--- src/rtl/lsd_pkg.sv ---
// Shared types and helpers for the serial-loaded low-side driver controller.
package lsd_pkg;

    // State of the overcurrent retry sequencer.
    typedef enum logic {
        RT_IDLE  = 1'b0,
        RT_BLANK = 1'b1
    } retry_st_t;

    // Width needed to hold values 0 .. n-1 (at least one bit).
    function automatic int cnt_width(input int n);
        return (n < 2) ? 1 : $clog2(n);
    endfunction

endpackage

--- src/rtl/lsd_sync_edge.sv ---
// lsd_sync_edge: multi-bit synchronizer with edge detection.
// Each bit of async_in passes through STAGES flops. lvl is the synchronized
// level, prev is lvl one clock later, and rise/fall are single-cycle pulses
// formed from lvl and prev.
// Assumes each bit is an independent slow signal (no bus coherence needed)
// and that STAGES >= 2.
module lsd_sync_edge #(
    parameter int WIDTH  = 3,
    parameter int STAGES = 2
) (
    input  logic             clk,
    input  logic             rst_n,
    input  logic [WIDTH-1:0] async_in,
    output logic [WIDTH-1:0] lvl,
    output logic [WIDTH-1:0] prev,
    output logic [WIDTH-1:0] rise,
    output logic [WIDTH-1:0] fall
);

    logic [STAGES-1:0][WIDTH-1:0] chain;
    logic [WIDTH-1:0]             prev_q;

    // Synchronizer chain: stage 0 samples the pins, each later stage follows.
    always_ff @(posedge clk) begin
        if (!rst_n) begin
            chain <= '0;
        end else begin
            chain[0] <= async_in;
            for (int s = 1; s < STAGES; s++) begin
                chain[s] <= chain[s-1];
            end
        end
    end

    // Delayed copy of the synchronized level, used for edge detection.
    always_ff @(posedge clk) begin
        if (!rst_n) begin
            prev_q <= '0;
        end else begin
            prev_q <= chain[STAGES-1];
        end
    end

    assign lvl  = chain[STAGES-1];
    assign prev = prev_q;

    // Per-bit edge pulses.
    for (genvar b = 0; b < WIDTH; b++) begin : g_edge
        assign rise[b] = lvl[b] & ~prev_q[b];
        assign fall[b] = ~lvl[b] & prev_q[b];
    end

    initial begin
        if (STAGES < 2) $error("lsd_sync_edge: STAGES must be at least 2");
    end

    // A rise pulse never lasts two cycles.
    p_single_rise_r2: assert property (@(posedge clk) disable iff (!rst_n)
        rise[0] |=> !rise[0]);

endmodule

--- src/rtl/lsd_shift.sv ---
// lsd_shift: serial-in shift register with a chain output.
// shift_en loads din into bit 0 and moves every bit up one place, so the
// first bit sent ends in the top channel. fall_en copies the top bit to sdo.
// Assumes shift_en and fall_en are single-cycle pulses that never coincide.
// clr holds everything at zero.
module lsd_shift #(
    parameter int NCH = 4
) (
    input  logic           clk,
    input  logic           rst_n,
    input  logic           clr,
    input  logic           shift_en,
    input  logic           fall_en,
    input  logic           din,
    output logic [NCH-1:0] sr,
    output logic           sdo
);

    // Shift register update: clear has priority over a shift pulse.
    always_ff @(posedge clk) begin
        if (!rst_n) begin
            sr <= '0;
        end else if (clr) begin
            sr <= '0;
        end else if (shift_en) begin
            sr <= {sr[NCH-2:0], din};
        end
    end

    // Chain output follows the top bit on the serial clock's falling edge.
    always_ff @(posedge clk) begin
        if (!rst_n) begin
            sdo <= 1'b0;
        end else if (clr) begin
            sdo <= 1'b0;
        end else if (fall_en) begin
            sdo <= sr[NCH-1];
        end
    end

    p_shift_in_r2: assert property (@(posedge clk) disable iff (!rst_n)
        (shift_en && !clr) |=> (sr[0] == $past(din)));

    p_shift_up_r2: assert property (@(posedge clk) disable iff (!rst_n)
        (shift_en && !clr) |=> (sr[NCH-1:1] == $past(sr[NCH-2:0])));

    p_sdo_fall_r3: assert property (@(posedge clk) disable iff (!rst_n)
        (fall_en && !clr) |=> (sdo == $past(sr[NCH-1])));

    p_clear_r10: assert property (@(posedge clk) disable iff (!rst_n)
        clr |=> (sr == '0 && !sdo));

endmodule

--- src/rtl/lsd_out_latch.sv ---
// lsd_out_latch: output latches and the drive gating.
// cap loads the shift register into the latches. Between captures the
// latches hold. Each drive is its latch bit ANDed with the latch-control
// level and with the inverse of the enable, blank and kill inputs.
// Assumes cap is a single-cycle pulse. kill is a raw asynchronous-style
// mask that turns the drives off in the same cycle.
module lsd_out_latch #(
    parameter int NCH = 4
) (
    input  logic           clk,
    input  logic           rst_n,
    input  logic           clr,
    input  logic           cap,
    input  logic           act,
    input  logic           en_n,
    input  logic           blank,
    input  logic           kill,
    input  logic [NCH-1:0] sr,
    output logic [NCH-1:0] drive
);

    logic [NCH-1:0] latch_q;
    logic           gate_ok;

    // Latch update: clear, then capture, otherwise hold.
    always_ff @(posedge clk) begin
        if (!rst_n) begin
            latch_q <= '0;
        end else if (clr) begin
            latch_q <= '0;
        end else if (cap) begin
            latch_q <= sr;
        end
    end

    // Shared gate term for all channels.
    assign gate_ok = act & ~en_n & ~blank & ~kill;

    // Per-channel open-drain control.
    for (genvar c = 0; c < NCH; c++) begin : g_drv
        assign drive[c] = latch_q[c] & gate_ok;
    end

    p_capture_r4: assert property (@(posedge clk) disable iff (!rst_n)
        (cap && !clr) |=> (latch_q == $past(sr)));

    p_hold_r4: assert property (@(posedge clk) disable iff (!rst_n)
        (!cap && !clr) |=> (latch_q == $past(latch_q)));

    p_clear_r9: assert property (@(posedge clk) disable iff (!rst_n)
        clr |=> (latch_q == '0));

endmodule

--- src/rtl/lsd_retry.sv ---
// lsd_retry: overcurrent retry sequencer and fault flag.
// An oc sample while idle starts an interval of RETRY_CYCLES clocks. During
// the interval blank is high and the fault flag is set. At the end of the
// interval it restarts if oc is still high, otherwise it releases both.
// Assumes oc is synchronous to clk. clr aborts the sequence at once.
module lsd_retry
    import lsd_pkg::*;
#(
    parameter int RETRY_CYCLES = 1000
) (
    input  logic clk,
    input  logic rst_n,
    input  logic clr,
    input  logic oc,
    output logic blank,
    output logic fault
);

    localparam int CW = cnt_width(RETRY_CYCLES);
    localparam logic [CW-1:0] LAST = CW'(RETRY_CYCLES - 1);

    retry_st_t     state;
    logic [CW-1:0] cnt;
    logic          fault_q;
    logic          at_end;

    assign at_end = (cnt == '0);

    // Sequencer: idle until oc, then count down one interval, restart or release.
    always_ff @(posedge clk) begin
        if (!rst_n) begin
            state <= RT_IDLE;
            cnt   <= '0;
        end else if (clr) begin
            state <= RT_IDLE;
            cnt   <= '0;
        end else begin
            case (state)
                RT_IDLE: begin
                    if (oc) begin
                        state <= RT_BLANK;
                        cnt   <= LAST;
                    end
                end
                RT_BLANK: begin
                    if (at_end) begin
                        if (oc) begin
                            cnt <= LAST;
                        end else begin
                            state <= RT_IDLE;
                        end
                    end else begin
                        cnt <= cnt - 1'b1;
                    end
                end
                default: begin
                    state <= RT_IDLE;
                    cnt   <= '0;
                end
            endcase
        end
    end

    // Fault flag: set on a new event, dropped on release or clear.
    always_ff @(posedge clk) begin
        if (!rst_n) begin
            fault_q <= 1'b0;
        end else if (clr) begin
            fault_q <= 1'b0;
        end else if (state == RT_IDLE && oc) begin
            fault_q <= 1'b1;
        end else if (state == RT_BLANK && at_end && !oc) begin
            fault_q <= 1'b0;
        end
    end

    assign blank = (state == RT_BLANK);
    assign fault = fault_q;

    p_oc_start_r7: assert property (@(posedge clk) disable iff (!rst_n)
        (oc && !blank && !clr) |=> (blank && fault && cnt == LAST));

    p_count_down_r7: assert property (@(posedge clk) disable iff (!rst_n)
        (blank && !at_end && !clr) |=> (blank && fault && cnt == $past(cnt) - 1'b1));

    p_release_r8: assert property (@(posedge clk) disable iff (!rst_n)
        (blank && at_end && !oc && !clr) |=> (!blank && !fault));

    p_restart_r8: assert property (@(posedge clk) disable iff (!rst_n)
        (blank && at_end && oc && !clr) |=> (blank && fault && cnt == LAST));

    p_abort_r9: assert property (@(posedge clk) disable iff (!rst_n)
        clr |=> (!blank && !fault));

endmodule

--- src/rtl/serial_lsd_ctrl.sv ---
// serial_lsd_ctrl: top of the serial-loaded low-side driver controller.
// It synchronizes the serial clock, data and strobe, shifts data into the
// channel register, captures it into the output latches and gates the
// drives with the enable, the overcurrent retry sequencer and the
// undervoltage/reset clear.
// Assumes oc_in, uv_in, reset_in and enable_n are synchronous to clk.
// ser_clk, ser_in and latch_in may be asynchronous but change slowly
// compared with clk.
module serial_lsd_ctrl #(
    parameter int NCH          = 4,
    parameter int SYNC_STAGES  = 2,
    parameter int RETRY_CYCLES = 1000
) (
    input  logic           clk,
    input  logic           rst_n,
    input  logic           ser_clk,
    input  logic           ser_in,
    output logic           ser_out,
    input  logic           latch_in,
    input  logic           enable_n,
    input  logic           reset_in,
    input  logic           oc_in,
    input  logic           uv_in,
    output logic [NCH-1:0] drive_on,
    output logic           fault_n
);

    localparam int NSYNC = 3;
    localparam int IX_CLK = 0;
    localparam int IX_DAT = 1;
    localparam int IX_LAT = 2;

    logic [NSYNC-1:0] s_lvl, s_prev, s_rise, s_fall;
    logic [NCH-1:0]   sr;
    logic             clr;
    logic             blank;
    logic             fault;
    logic             sync_unused;

    // Undervoltage and reset share one clear path.
    assign clr = uv_in | reset_in;

    lsd_sync_edge #(
        .WIDTH  (NSYNC),
        .STAGES (SYNC_STAGES)
    ) u_sync (
        .clk      (clk),
        .rst_n    (rst_n),
        .async_in ({latch_in, ser_in, ser_clk}),
        .lvl      (s_lvl),
        .prev     (s_prev),
        .rise     (s_rise),
        .fall     (s_fall)
    );

    lsd_shift #(
        .NCH (NCH)
    ) u_shift (
        .clk      (clk),
        .rst_n    (rst_n),
        .clr      (clr),
        .shift_en (s_rise[IX_CLK]),
        .fall_en  (s_fall[IX_CLK]),
        .din      (s_lvl[IX_DAT]),
        .sr       (sr),
        .sdo      (ser_out)
    );

    lsd_out_latch #(
        .NCH (NCH)
    ) u_latch (
        .clk   (clk),
        .rst_n (rst_n),
        .clr   (clr),
        .cap   (s_rise[IX_LAT]),
        .act   (s_prev[IX_LAT]),
        .en_n  (enable_n),
        .blank (blank),
        .kill  (clr),
        .sr    (sr),
        .drive (drive_on)
    );

    lsd_retry #(
        .RETRY_CYCLES (RETRY_CYCLES)
    ) u_retry (
        .clk   (clk),
        .rst_n (rst_n),
        .clr   (clr),
        .oc    (oc_in),
        .blank (blank),
        .fault (fault)
    );

    assign fault_n = ~fault;

    // Sync outputs that the datapath does not use.
    assign sync_unused = ^{s_lvl[IX_CLK], s_lvl[IX_LAT], s_prev[IX_DAT:IX_CLK],
                           s_rise[IX_DAT], s_fall[IX_LAT:IX_DAT]};

    p_masked_off_r5: assert property (@(posedge clk) disable iff (!rst_n)
        (enable_n || uv_in || reset_in || !fault_n) |-> (drive_on == '0));

    p_uv_fault_r10: assert property (@(posedge clk) disable iff (!rst_n)
        uv_in |=> fault_n);

endmodule

--- config.mk ---
export PLATFORM = sky130hd
export DESIGN_NAME = serial_lsd_ctrl
export DESIGN_NICKNAME = d
export VERILOG_FILES = /design/src/rtl/lsd_pkg.sv /design/src/rtl/lsd_sync_edge.sv /design/src/rtl/lsd_shift.sv /design/src/rtl/lsd_out_latch.sv /design/src/rtl/lsd_retry.sv /design/src/rtl/serial_lsd_ctrl.sv
export SDC_FILE = /design/constraint.sdc
export NUM_CORES = 1
export LEC_CHECK = 0
export BUFFER_PORTS_ARGS = -buffer_cell sky130_fd_sc_hd__buf_2
export CORE_MARGIN = 5
export CORE_UTILIZATION = 51
export CTS_BUF_LIST = sky130_fd_sc_hd__clkbuf_16
export DETAILED_ROUTE_END_ITERATION = 12
export PLACE_DENSITY = 0.79
export SYNTH_ARGS = -nofsm -noshare
export SYNTH_HDL_FRONTEND = slang
export SYNTH_HIERARCHICAL = 1
export SYNTH_SLANG_ARGS = --single-unit
--- constraint.sdc ---
create_clock -name clk -period 1.7 [get_ports clk]
set_input_delay 0.51 -clock clk [delete_from_list [all_inputs] [get_ports clk]]
set_output_delay 0.51 -clock clk [all_outputs]
set_load 0.01 [all_outputs]
==> flow_metrics.py <==
metrics = {
    "clocking": {
        "clock_latency_ns": 0.27,
        "htree_levels": 2,
        "clk_path_buf_depth": 2,
        "clk_pin_slew_worst_paths_ns": 0.05,
        "cts_root_buf": "clkbuf_16",
        "numClockSinks": 29,
        "cts_buffers": 5,
        "tritoncts": "built",
    },
    "floorplan": {
        "die_area_um2": 3650,
        "num_io_pins": 15,
        "die_x_um": 60.4,
        "rows": 18,
        "start_util": 0.528,
        "fp.coreArea_um2": 2450,
        "die_y_um": 60.4,
    },
    "critical_path": {
        "cp-start-kind": "primary input",
        "r2r_cells": 5,
        "r2r_setup_slack_ns": 0.06,
        "crit_buf_inv": 2,
        "path_max_fanout": 4,
        "worst-endpoint-required_ns": 1.19,
        "cp_cell_sequence": "buf_6, or2_4, nor4b_4, and2_4, buf_6",
        "timing.rr.start": "u_retry/cnt[4]",
        "cp-end-kind": "output port",
        "slowest_stage": "nor4b_4",
        "arrival_ns": 1.46,
        "critPathKind": "primary input to output port",
        "cpPeakStageDelay_ns": 0.32,
        "crit_top_cell": "buf_6",
        "cpLargestDelayFamily": "simple AND/OR/NAND/NOR gates",
        "r2r_end": "u_retry/cnt[9]",
    },
    "timing": {
        "finalHoldViolCount": 0,
        "slew_viol_final": 0,
        "relSlewSlack": 0.693,
        "fin_skew_ns": 0.00560,
        "max_freq_mhz": 509,
        "worst_slack_ns": -0.266,
        "grt_setup_unrepaired": "true",
        "period_share": 1.16,
        "finalSetupViolCount": 4,
        "max_slew.worst_pin.slew_ns": 0.460,
        "period_minus_slack_ns": 1.97,
    },
    "route": {
        "wire_per_inst_um": 13.5,
        "wirelength_um": 2510,
        "drc_errors": 0,
        "drt_iter0_drc": 40,
        "drtPass1Iterations": 4,
        "ant_nets": 0,
        "num_vias": 992,
        "avgViaCountPerCell": 5.33,
    },
    "grt": {
        "grt_pass1_wl_um": 4240,
        "grt_use_total": 0.168,
        "grt_max_degree": 13,
        "grt_pass1_vias": 943,
        "grt_overflow": 0,
        "antenna_found_initial": 0,
    },
    "power": {
        "p_comb_frac": 0.086,
        "power.internal_mw": 1.29,
        "clkPwrFrac": 0.484,
        "power.share.switching": 0.219,
        "power.leakage_nw": 0.617,
        "powerDensity_nw_per_um2": 1040,
        "switchingPower_uw": 363,
        "ir_drop_mv": 1.04,
        "pwr-share-seq": 0.429,
    },
    "worst_hold_path": {
        "hold_end": "u_sync/lvl[1]",
        "hp-class": "flip-flop to flip-flop",
        "hold_path_depth": 1,
        "hold_start": "u_sync/chain[1]",
    },
    "outcome": {
        "violations": "negative setup slack",
        "status": "finished with violations",
    },
    "placement": {
        "portBuffers": 14,
        "hpwl_um": 1720,
        "dp.cells": 176,
        "gp_congestion": 0.824,
    },
    "cells_and_area": {
        "nNetsFinal": 165,
        "finish.utilization": 0.648,
        "final_cell_mix": "dfxtp_1, nor2_1, buf_2, and2_1, mux2i_1",
        "num_antenna_cells": 0,
        "syn_to_final_growth_pct": 22.8,
        "drive_gt1_frac": 0.256,
        "final_common_cell": "dfxtp_1",
        "final_cells": 186,
    },
    "run": {
        "cap_viol_max_count": 0,
    },
    "synthesis": {
        "avgSynthCellArea_um2": 9.81,
        "synthesis.nets": 142,
        "syn_inst": 132,
        "ys.warnings.count": 6,
        "syn_area_um2": 1290,
    },
}
per-stage QoR:
step / hold WS, ns / total power [mW] / setup WS (ns) / setup TNS [ns] / cell area (um2)
floorplan: 0.412 / 0.817 / -0.0533 / -0.202 / 1300
CTS: 0.427 / 1.67 / -0.301 / -1.18 / 1570
detailed placement: 0.422 / 0.854 / -0.308 / -1.36 / 1420
finish: 0.424 / 1.66 / -0.266 / -1.05 / 1590
global route: 0.444 / 1.74 / -0.357 / -1.41 / 1590
global placement: 0.415 / 0.850 / -0.272 / -1.13 / 1420
layout make-up:
cell class,instances,area (um2)
Fill cell,202,865
Inverter,5,18.8
Clock buffer,5,125
Sequential cell,29,581
Multi-Input combinational cell,94,684
Tap cell,30,37.5
Clock inverter,3,12.5
Timing Repair Buffer,20,131
routing by layer:
layer | share of wire | vias to the layer above | track usage
met1 | 0.47 | 466 | 0.198
li1 | - | 512 | -
met4 | 0.018 | 0 | 0.108
met5 | 0 | - | 0
met3 | 0.035 | 4 | 0.0787
met2 | 0.48 | 10 | 0.245
power groups by stage:
| stage | registers (mW) | logic, mW | clock network [mW] |
|---|---|---|---|
| detailed placement | 0.723 | 0.131 | 0 |
| floorplan | 0.720 | 0.0966 | 0 |
| finish | 0.711 | 0.143 | 0.802 |
| CTS | 0.710 | 0.133 | 0.826 |
| global route | 0.713 | 0.157 | 0.869 |
| global placement | 0.722 | 0.127 | 0 |
what timing repair did:
action / CTS / global route
gates cloned: 0 / 0
pin swaps: 5 / 7
resized for setup: 2 / 3
buffers inserted: 0 / 2
setup endpoints to repair: 4 / 7
hold buffers: 0 / 0
sequential cells by signal, indices dropped and copies added, names as in the netlist:
signal	count
u_shift/sr	4
u_latch/latch_q	4
u_sync/lvl	3
u_retry/blank	1
u_sync/chain	3
u_retry/cnt	10
u_sync/prev	2
u_shift/sdo	1
u_retry/fault	1
how the worst max path moves through the flow:
stage / from / slack [ns] / cells past startpoint / endpoint
after floorplan: reset_in / -0.05 / 3 / drive_on[0]
after global routing: reset_in / -0.36 / 5 / drive_on[3]
after detailed placement: reset_in / -0.31 / 5 / drive_on[1]
final: reset_in / -0.27 / 5 / drive_on[1]
after CTS: uv_in / -0.30 / 5 / drive_on[3]
after global placement: reset_in / -0.27 / 5 / drive_on[1]
No activity file was read; power rests on OpenSTA's default activity.
